File: src/rtl/sfm_pkg.sv
package sfm_pkg;
   localparam int WORD_W = 32;
   localparam int LEN_W  = 5;
   localparam int ADDR_W = 6;

   localparam logic [ADDR_W-1:0] A_CMD  = 6'h00;
   localparam logic [ADDR_W-1:0] A_STAT = 6'h04;
   localparam logic [ADDR_W-1:0] A_TXP  = 6'h10;
   localparam logic [ADDR_W-1:0] A_RXP  = 6'h20;

   localparam int C_GO     = 30;
   localparam int C_CPOL   = 26;
   localparam int C_CPHA   = 18;
   localparam int C_TXEN   = 15;
   localparam int C_RXEN   = 14;
   localparam int C_CSVAL  = 13;
   localparam int C_CSSOFT = 12;

   localparam int S_BUSY  = 31;
   localparam int S_READY = 30;
   localparam int S_URUN  = 27;
   localparam int S_OVF   = 26;
   localparam int S_RXE   = 25;
   localparam int S_RXF   = 24;
   localparam int S_TXE   = 23;
   localparam int S_TXF   = 22;

   localparam logic [WORD_W-1:0] CMD_WMASK = 32'h0C0C_F01F;

   typedef struct packed {
      logic             cpol;
      logic             cpha;
      logic             txen;
      logic [LEN_W-1:0] last_bit;
   } shift_cfg_t;
endpackage

File: src/rtl/sfm_fifo.sv
module sfm_fifo #(
   parameter int W     = 32,
   parameter int DEPTH = 4
) (
   input  logic         clk,
   input  logic         rst_n,
   input  logic         push,
   input  logic [W-1:0] din,
   input  logic         pop,
   output logic [W-1:0] head,
   output logic         empty,
   output logic         full
);
   localparam int AW = $clog2(DEPTH);

   initial begin
      assert (DEPTH >= 2 && (1 << AW) == DEPTH)
         else $fatal(1, "sfm_fifo: DEPTH must be a power of two >= 2");
   end

   logic [W-1:0] mem [DEPTH];
   logic [AW-1:0] wp_q, rp_q;
   logic [AW:0]   cnt_q;

   wire do_push = push && !full;
   wire do_pop  = pop && !empty;

   always_ff @(posedge clk) begin
      if (do_push) mem[wp_q] <= din;
   end

   always_ff @(posedge clk or negedge rst_n) begin
      if (!rst_n) begin
         wp_q  <= '0;
         rp_q  <= '0;
         cnt_q <= '0;
      end else begin
         if (do_push) wp_q <= wp_q + 1'b1;
         if (do_pop)  rp_q <= rp_q + 1'b1;
         case ({do_push, do_pop})
            2'b10:   cnt_q <= cnt_q + 1'b1;
            2'b01:   cnt_q <= cnt_q - 1'b1;
            default: cnt_q <= cnt_q;
         endcase
      end
   end

   assign head  = mem[rp_q];
   assign empty = (cnt_q == '0);
   assign full  = (cnt_q == (AW+1)'(DEPTH));
endmodule

File: src/rtl/sfm_shift.sv
module sfm_shift
   import sfm_pkg::*;
#(
   parameter int HALF = 2
) (
   input  logic              clk,
   input  logic              rst_n,
   input  logic              start,
   input  shift_cfg_t        cfg,
   input  logic [WORD_W-1:0] tx_word,
   input  logic              miso,
   output logic              busy,
   output logic              done,
   output logic [WORD_W-1:0] rx_word,
   output logic              sck,
   output logic              mosi
);
   localparam int EDGE_W = LEN_W + 1;

   initial begin
      assert (HALF >= 1) else $fatal(1, "sfm_shift: HALF must be >= 1");
   end

   logic tick;

   generate
      if (HALF == 1) begin : g_nodiv
         assign tick = busy;
      end else begin : g_div
         localparam int CW = $clog2(HALF);
         logic [CW-1:0] div_q;
         always_ff @(posedge clk or negedge rst_n) begin
            if (!rst_n)                                div_q <= '0;
            else if (!busy || div_q == CW'(HALF - 1))  div_q <= '0;
            else                                       div_q <= div_q + 1'b1;
         end
         assign tick = busy && (div_q == CW'(HALF - 1));
      end
   endgenerate

   logic [EDGE_W-1:0] edge_q, last_q;
   logic              cpha_q, txen_q, sck_q;
   logic [WORD_W-1:0] sh_out, sh_in;

   // even edges are leading; phase picks which parity samples
   wire sample_now = (edge_q[0] == cpha_q);
   wire shift_now  = !sample_now && (edge_q != '0);

   always_ff @(posedge clk or negedge rst_n) begin
      if (!rst_n) begin
         busy   <= 1'b0;
         done   <= 1'b0;
         edge_q <= '0;
         last_q <= '0;
         cpha_q <= 1'b0;
         txen_q <= 1'b0;
         sck_q  <= 1'b0;
         sh_out <= '0;
         sh_in  <= '0;
      end else begin
         done <= 1'b0;
         if (start && !busy) begin
            busy   <= 1'b1;
            edge_q <= '0;
            last_q <= {cfg.last_bit, 1'b1};
            cpha_q <= cfg.cpha;
            txen_q <= cfg.txen;
            sck_q  <= cfg.cpol;
            sh_out <= tx_word << (LEN_W'(WORD_W - 1) - cfg.last_bit);
            sh_in  <= '0;
         end else if (tick) begin
            sck_q <= ~sck_q;
            if (sample_now) sh_in  <= {sh_in[WORD_W-2:0], miso};
            if (shift_now)  sh_out <= {sh_out[WORD_W-2:0], 1'b0};
            if (edge_q == last_q) begin
               busy <= 1'b0;
               done <= 1'b1;
            end else begin
               edge_q <= edge_q + 1'b1;
            end
         end
      end
   end

   assign rx_word = sh_in;
   assign sck     = sck_q;
   assign mosi    = busy && txen_q && sh_out[WORD_W-1];
endmodule

File: src/rtl/sfm_master.sv
module sfm_master
   import sfm_pkg::*;
#(
   parameter int SCK_HALF   = 2,
   parameter int FIFO_DEPTH = 4
) (
   input  logic              clk,
   input  logic              rst_n,
   input  logic              reg_wr,
   input  logic              reg_rd,
   input  logic [ADDR_W-1:0] reg_addr,
   input  logic [WORD_W-1:0] reg_wdata,
   output logic [WORD_W-1:0] reg_rdata,
   output logic              spi_sck,
   output logic              spi_mosi,
   input  logic              spi_miso,
   output logic              spi_cs_n
);
   logic [WORD_W-1:0] cmd_q;
   logic              ready_q, urun_q, ovf_q;
   logic              busy, done, sh_sck;
   logic [WORD_W-1:0] rx_word, tx_head, rx_head, tx_word;
   logic              tx_empty, tx_full, rx_empty, rx_full;
   shift_cfg_t        cfg;

   wire wr_cmd  = reg_wr && (reg_addr == A_CMD);
   wire wr_stat = reg_wr && (reg_addr == A_STAT);
   wire wr_txp  = reg_wr && (reg_addr == A_TXP);
   wire rd_rxp  = reg_rd && (reg_addr == A_RXP);

   wire go     = wr_cmd && reg_wdata[C_GO] && !busy;
   wire tx_pop = go && reg_wdata[C_TXEN] && !tx_empty;
   wire rx_pop = rd_rxp && !rx_empty;
   wire rx_psh = done && cmd_q[C_RXEN];

   assign cfg.cpol     = reg_wdata[C_CPOL];
   assign cfg.cpha     = reg_wdata[C_CPHA];
   assign cfg.txen     = reg_wdata[C_TXEN];
   assign cfg.last_bit = reg_wdata[LEN_W-1:0];
   assign tx_word      = tx_pop ? tx_head : '0;

   sfm_fifo #(.W(WORD_W), .DEPTH(FIFO_DEPTH)) u_txf (
      .clk(clk), .rst_n(rst_n), .push(wr_txp), .din(reg_wdata),
      .pop(tx_pop), .head(tx_head), .empty(tx_empty), .full(tx_full));

   sfm_fifo #(.W(WORD_W), .DEPTH(FIFO_DEPTH)) u_rxf (
      .clk(clk), .rst_n(rst_n), .push(rx_psh), .din(rx_word),
      .pop(rx_pop), .head(rx_head), .empty(rx_empty), .full(rx_full));

   sfm_shift #(.HALF(SCK_HALF)) u_shift (
      .clk(clk), .rst_n(rst_n), .start(go), .cfg(cfg), .tx_word(tx_word),
      .miso(spi_miso), .busy(busy), .done(done), .rx_word(rx_word),
      .sck(sh_sck), .mosi(spi_mosi));

   always_ff @(posedge clk or negedge rst_n) begin
      if (!rst_n) begin
         cmd_q   <= '0;
         ready_q <= 1'b0;
         urun_q  <= 1'b0;
         ovf_q   <= 1'b0;
      end else begin
         if (wr_cmd) cmd_q <= reg_wdata & CMD_WMASK;
         // a new event wins over a clear in the same cycle
         if (done)                              ready_q <= 1'b1;
         else if (wr_stat && reg_wdata[S_READY]) ready_q <= 1'b0;
         if (rd_rxp && rx_empty)                urun_q  <= 1'b1;
         else if (wr_stat && reg_wdata[S_URUN]) urun_q  <= 1'b0;
         if (wr_txp && tx_full)                 ovf_q   <= 1'b1;
         else if (wr_stat && reg_wdata[S_OVF])  ovf_q   <= 1'b0;
      end
   end

   logic [WORD_W-1:0] stat_word;
   always_comb begin
      stat_word          = '0;
      stat_word[S_BUSY]  = busy;
      stat_word[S_READY] = ready_q;
      stat_word[S_URUN]  = urun_q;
      stat_word[S_OVF]   = ovf_q;
      stat_word[S_RXE]   = rx_empty;
      stat_word[S_RXF]   = rx_full;
      stat_word[S_TXE]   = tx_empty;
      stat_word[S_TXF]   = tx_full;
   end

   always_comb begin
      case (reg_addr)
         A_CMD:   reg_rdata = cmd_q;
         A_STAT:  reg_rdata = stat_word;
         A_RXP:   reg_rdata = rx_empty ? '0 : rx_head;
         default: reg_rdata = '0;
      endcase
   end

   assign spi_sck  = busy ? sh_sck : cmd_q[C_CPOL];
   assign spi_cs_n = cmd_q[C_CSSOFT] ? ~cmd_q[C_CSVAL] : ~busy;
endmodule

File: config.mk
export PLATFORM = sky130hd
export DESIGN_NAME = sfm_master
export DESIGN_NICKNAME = d
export VERILOG_FILES = /design/src/rtl/sfm_pkg.sv /design/src/rtl/sfm_fifo.sv /design/src/rtl/sfm_shift.sv /design/src/rtl/sfm_master.sv
export SDC_FILE = /design/constraint.sdc
export NUM_CORES = 1
export LEC_CHECK = 0
export ABC_AREA = 1
export BUFFER_PORTS_ARGS = -buffer_cell sky130_fd_sc_hd__buf_2
export CAP_MARGIN = 20
export CORE_UTILIZATION = 45
export DETAILED_ROUTE_END_ITERATION = 8
export PLACE_DENSITY = 0.72
export SYNTH_ARGS = -nofsm -noshare
export SYNTH_HDL_FRONTEND = slang
export SYNTH_HIERARCHICAL = 1
export SYNTH_SLANG_ARGS = --single-unit
File: constraint.sdc
create_clock -name clk -period 5.6 [get_ports clk]
set_input_delay 0.84 -clock clk [delete_from_list [all_inputs] [get_ports clk]]
set_output_delay 0.84 -clock clk [all_outputs]
set_load 0.005 [all_outputs]
Word-level counts from Yosys, hierarchy flattened --
Memory sizes are Yosys's and may differ from the RTL's. Cells that the tools add are included.
Cells by class: add/subtract/negate cells 11, equal/unequal tests 12, shift-type cells 1, muxes and demuxes 35, bitwise logic cells 3, reduce and logical (&&, ||, !) cells 48
Operators with widths (count):
- 32-bit 2-to-1 mux | 8
- 32-bit case mux with 3 select lines | 1
- 32-bit by 5-bit left shift with 32-bit output | 1
- 1-bit logical AND | 24
- 1-bit 2-to-1 mux | 21
- 6-bit 2-to-1 mux | 3
- 2-bit nonzero test | 9
- 3-bit case mux with 2 select lines | 2
- 2-bit by 1-bit adder with 2-bit output (second input constant) | 4
- 2-bit AND reduction | 4
- 3-bit by 1-bit adder with 3-bit output (second input constant) | 2
- 6-bit by 1-bit adder with 6-bit output (second input constant) | 1
- 3-bit equality test (second input constant) | 2
- 6-bit by 3-bit equality test with 1-bit output (second input constant) | 1
- 6-bit by 5-bit equality test with 1-bit output (second input constant) | 1
- 6-bit equality test | 1
- 6-bit equality test (second input constant) | 1
- 1-bit logical NOT | 6
- 3-bit logical NOT | 2
- 6-bit logical NOT | 1
- 6-bit nonzero test | 1
- 3-bit by 1-bit subtractor with 3-bit output (second input constant) | 2
- 5-bit subtractor (first input constant) | 1
- 2-bit by 1-bit equality test with 1-bit output (second input constant) | 2
- other kinds (6) | 9
Word-level totals: bits in registers 112, bits in writable memories 256, input bits 43, output and inout bits 35, logic and storage cells 132, memories 2
Memories:
- u_rxf.mem | words 4, bits a word 32, read ports 1, clocked after Yosys merged registers in 0, wr ports 1, RTL line sfm_fifo.sv:21 | logic [W-1:0] mem [DEPTH];
- u_txf.mem | words 4, bits a word 32, read ports 1, clocked after Yosys merged registers in 0, wr ports 1, RTL line sfm_fifo.sv:21

Longest topological paths before layout --
depth after elaboration 9, depth in mapped cells 18, depth with buffers taken out 16

Cells and area by module --
Netlist, hierarchy kept.
By module, submodules not included:
- sfm_fifo | times used 2, cells an instance 435, area each 5572.8 um^2, sequential area each 4018.9 um^2
- sfm_shift | times used 1, cells an instance 735, area each 5290.1 um^2, sequential area each 2052.0 um^2
- sfm_master | times used 1, cells an instance 262, area each 1525.2 um^2, sequential area each 400.4 um^2

Least setup slack after synthesis --
Ideal clock, no wire load.
path type input -> register, start point in reg_addr[3], end point mem u_txf.mem[0][0] (enable), setup time 0.421 ns, data arrival time 2.767 ns, required time 5.179 ns, path slack 2.412 ns, cell stages on the path 5, buffers on the path 0, cell sequence nor2_4 > nand2_1 > nor2_1 > nand2_1 > nor2_1
On the way: word-level cells in the longest chain between the ends 5
RTL lines:
- start, declared | RTL line sfm_master.sv:11 | input logic [ADDR_W-1:0] reg_addr,
- 6-bit by 5-bit equality test with 1-bit output | RTL line sfm_master.sv:28 | wire wr_txp = reg_wr && (reg_addr == A_TXP);
- 1-bit logical AND | RTL line sfm_master.sv:28
- via wr_txp | RTL line sfm_master.sv:28
- 1-bit logical AND | RTL line sfm_fifo.sv:25 | wire do_push = push && !full;
- 1-bit 2-to-1 mux | RTL line sfm_fifo.sv:29 | if (do_push) mem[wp_q] <= din;
- 1-bit 2-to-1 mux (implied by the code) | RTL line sfm_fifo.sv:29
- end, declared | RTL line sfm_fifo.sv:21
The timed path passes the listed nets, and every way through them passes these cells.

Final worst setup path --
start point reg u_rxf.rp_q[0], end point out reg_rdata[13]
On the way: word-level cells in the longest chain between the ends 3
RTL lines:
- start, declared | RTL line sfm_fifo.sv:22 | logic [AW-1:0] wp_q, rp_q;
- start signal, assigned | RTL line sfm_fifo.sv:39 | if (do_pop) rp_q <= rp_q + 1'b1;
- memory 4 x 32 bit
- via rx_head[13] | RTL line sfm_master.sv:22 | logic [WORD_W-1:0] rx_word, tx_head, rx_head, tx_word;
- 32-bit 2-to-1 mux | RTL line sfm_master.sv:90 | A_RXP: reg_rdata = rx_empty ? '0 : rx_head;
- 32-bit case mux with 3 select lines | RTL line sfm_master.sv:87 | case (reg_addr)
- end, declared | RTL line sfm_master.sv:13 | output logic [WORD_W-1:0] reg_rdata,
The timed path passes the listed nets, and every way through them passes these cells.

==> out/metrics.yaml <==
h-tree-depth: 2
post_drt_via_cell_ratio: 5.290
synth_edf_count: 256
start_kind: "flop"
vias: 12920
place_area_um2: 18350
muxShareOfSynthArea: 0
post_cts_buffers: 0
ioPinCount: 78
tns_ps: 0
async_flop_share: 0.3043
synth_top_area_share: 0.4280
ant_nets: 0
rsz0062_at_grt: "false"
max_stage_delay_ps: 690
ir_drop_uv: 284.4
worstHoldEndpoint: "u_shift/g_div.div_q$_DFF_PN0_"
min_path_cells: 1
hold_slack_ps: 425.9
dp_slack_ps: 1761
cts-root-buf: "clkbuf_16"
yosys_warnings: 6
synthSimpleGateAreaFrac: 0.2113
cts_buffers: 38
grt_max_degree: 76
synth_cell_types: 38
worstPathArrival_ps: 3060
synth_cells: 1867
io_buffers: 77
grt_usage: 0.1980
drt_iter0_markers: 1042
reg2reg_from: "u_txf/cnt_q[0]$_DFFE_PN0P_"
place_congestion: 0.8919
cts.sink_count: 368
synthXorXnorAreaFrac: 0.005364
gr-total-overflow: 0
start_util: 0.4605
worstHoldPathType: "flop to flop"
maxCapViolations: 0
clk_pin_slew_ps: 60
reg2reg_slack_ps: 2450
hold_path.startpoint: "u_shift/g_div.div_q$_DFF_PN0_"
fin_crit_sh: 0.6972
diodes: 0
path_class: "flop to output port"
final_util: 0.5034
cts_tree: "built"
period_minus_slack_ps: 3904
reg2reg_depth: 15
antenna_found_initial: 1
fin_nets: 1953
skew_ps: 29.58
synth_ff_type: "edfxtp_1"
grt_pass1_wl_mm: 64.38
finalWirelength_mm: 39.75
setup_viol: 0
synthAdderAreaFrac: 0.01059
dp_hpwl_mm: 25.48
fill_cells: 3513
ys_top_cells_by_area: "edfxtp_1 43%, dfrtp_1 16%, nand2_1 10%"
syn_avg_cell_area_um2: 9.620
core-area_um2: 39010
crit_path_top_delay_cell: "clkinv_2"
worst_skew_pair.late_latency_ps: 570
worstSetupEndpointType: "output port"
die_w_um: 201.8
synth_top_family_by_area: "simple AND/OR/NAND/NOR gates"
crit_family: "buffers and inverters"
chipHeight_um: 201.8
power_leakage_nw: 8.652
fin_area_um2: 19640
dieArea_um2: 40720
cp_max_fo: 73
crit_chain: "clkinv_2, buf_4, nand2_1, o211ai_1, nand2_1, nand2_1, o21ai_0, buf_2"
worst_pin_slew_ps: 1112
ys_ff_latch: 368
wire_per_inst_um: 16.27
yosysSeqAreaShare: 0.5840
cp.depth: 8
cp.buffers_inverters: 3
rr_endpoint: "u_txf/cnt_q[2]$_DFFE_PN0P_"
relSlewSlack: 0.2571
firstDrtPassIters: 7
cts_hold_buffers: 0
critPathMostFrequentCell: "nand2_1"
cts.path.max_buffers: 3
power_density_nw_per_um2: 353.6
synth_compound_area_frac: 0.08882
timing_max_transition_violations_final: 0
hold_viol_final: 0
cts_resized: 0
grt_pass1_vias: 12390
drc: 0
setup_ws_ps: 1696
rows: 72
syn_nets: 1924
syn-cell-area_um2: 17960
areaGrowthSynthToFinish_pct: 9.321
status: "complete, no violations"
synth_top_area_cell: "edfxtp_1"
crit_required_ps: 4760
fmax_ghz: 0.2561
final_layout_size_suffix_gt1_frac: 0.1205
[cell usage after synthesis (all sizes together) (9+ instances only)]
| library cell | number |
|---|---|
| edfxtp | 256 |
| dfrtp | 112 |
| nand2 | 497 |
| xor2 | 9 |
| clkbuf | 13 |
| o211ai | 132 |
| o31ai | 12 |
| buf | 91 |
| ha | 12 |
| a21oi | 22 |
| inv | 263 |
| nor2 | 119 |
| o21ai | 62 |
| nand3 | 239 |
[cells by family (layout without fill, tap and decap cells)]
family | after synthesis | after routing
AND/OR/NAND/NOR | 872 | 872
flip-flops | 368 | 368
buffers and inverters | 367 | 425
AO/OA/AOI/OAI | 235 | 235
adder cells (fa/ha/maj) | 14 | 14
XOR/XNOR | 11 | 11
[worst register-to-register path, delay by kind of cell (launching register included)]
family / cells / cell delay, ps
AND/OR/NAND/NOR: 8 / 1500
flip-flops: 1 / 360
buffers and inverters: 5 / 670
adder cells (fa/ha/maj): 2 / 540
[registers in the layout, summed over array words and instances, names as in the netlist]
register / count
u_shift/g_div.div_q: 1
cmd_q: 13
u_shift/sh_out: 32
u_shift/sck: 1
u_txf/mem: 128
u_txf/rp_q: 2
u_shift/last_q: 6
u_txf/cnt_q: 3
u_shift/edge_q: 6
ready_q: 1
u_rxf/rp_q: 2
u_shift/busy: 1
u_rxf/mem: 128
u_rxf/cnt_q: 3
ovf_q: 1
urun_q: 1
u_shift/cpha_q: 1
u_shift/done: 1
u_txf/wp_q: 2
u_shift/rx_word: 32
u_rxf/wp_q: 2
u_shift/txen_q: 1
[metal layers]
metal / track usage / wire, µm / part of all wire
met1: 0.2602 / 17100 / 0.43
met2: 0.3254 / 19040 / 0.48
met3: 0.04208 / 2484 / 0.062
met4: 0.06737 / 1114 / 0.028
met5: 0 / 13 / 0.00033
[final cells by class]
cell class / count / area, µm² / area share
Tap cell: 518 / 648.1 / 0.03301
Timing Repair Buffer: 93 / 520.5 / 0.02651
Sequential cell: 368 / 10490 / 0.5343
Multi-Input combinational cell: 1132 / 5717 / 0.2911
Inverter: 263 / 997.2 / 0.05079
Clock buffer: 50 / 1016 / 0.05174
Clock inverter: 19 / 246.5 / 0.01255
[placed cells by master, fill, tap and decap left out, types with 7 or more instances in the layout]
cell / n
nor2_4: 8
edfxtp_1: 256
buf_4: 16
nand2_1: 490
clkinv_2: 7
buf_2: 76
inv_1: 254
ha_1: 12
o21ai_2: 12
a21oi_1: 21
nor2_1: 71
o21ai_0: 32
clkbuf_16: 38
clkbuf_1: 10
dfrtp_1: 112
nor2_2: 40
o31ai_1: 12
o21ai_1: 18
xor2_1: 9
nand3_1: 236
o211ai_1: 132
[power breakdown]
group          total (mW)  internal, mW  switching [mW]
registers            3.58          3.31           0.273
logic               0.814         0.295           0.519
clock network        2.55          1.48            1.06
[worst max-delay path by stage]
stage,from,end
2_1_floorplan,reg_addr[3],u_txf/mem[0][0]$_DFFE_PP_
3_3_place_gp,reg_addr[1],u_shift/sh_out[30]$_DFFE_PN0P_
3_5_place_dp,reg_addr[1],u_shift/sh_out[30]$_DFFE_PN0P_
4_1_cts,u_rxf/rp_q[1]$_DFFE_PN0P_,reg_rdata[27]
5_1_grt,u_rxf/rp_q[0]$_DFFE_PN0P_,reg_rdata[13]
6_report,u_rxf/rp_q[0]$_DFFE_PN0P_,reg_rdata[13]
[per-stage QoR]
stage          std cells  power (mW)
6_report            2443       6.942
5_1_grt             2443       7.259
4_1_cts             2442       6.995
3_5_place_dp        2373       4.442
3_3_place_gp        2373       4.396
2_1_floorplan       1867       4.195
Note: power is estimated with default switching activity, not from simulation.
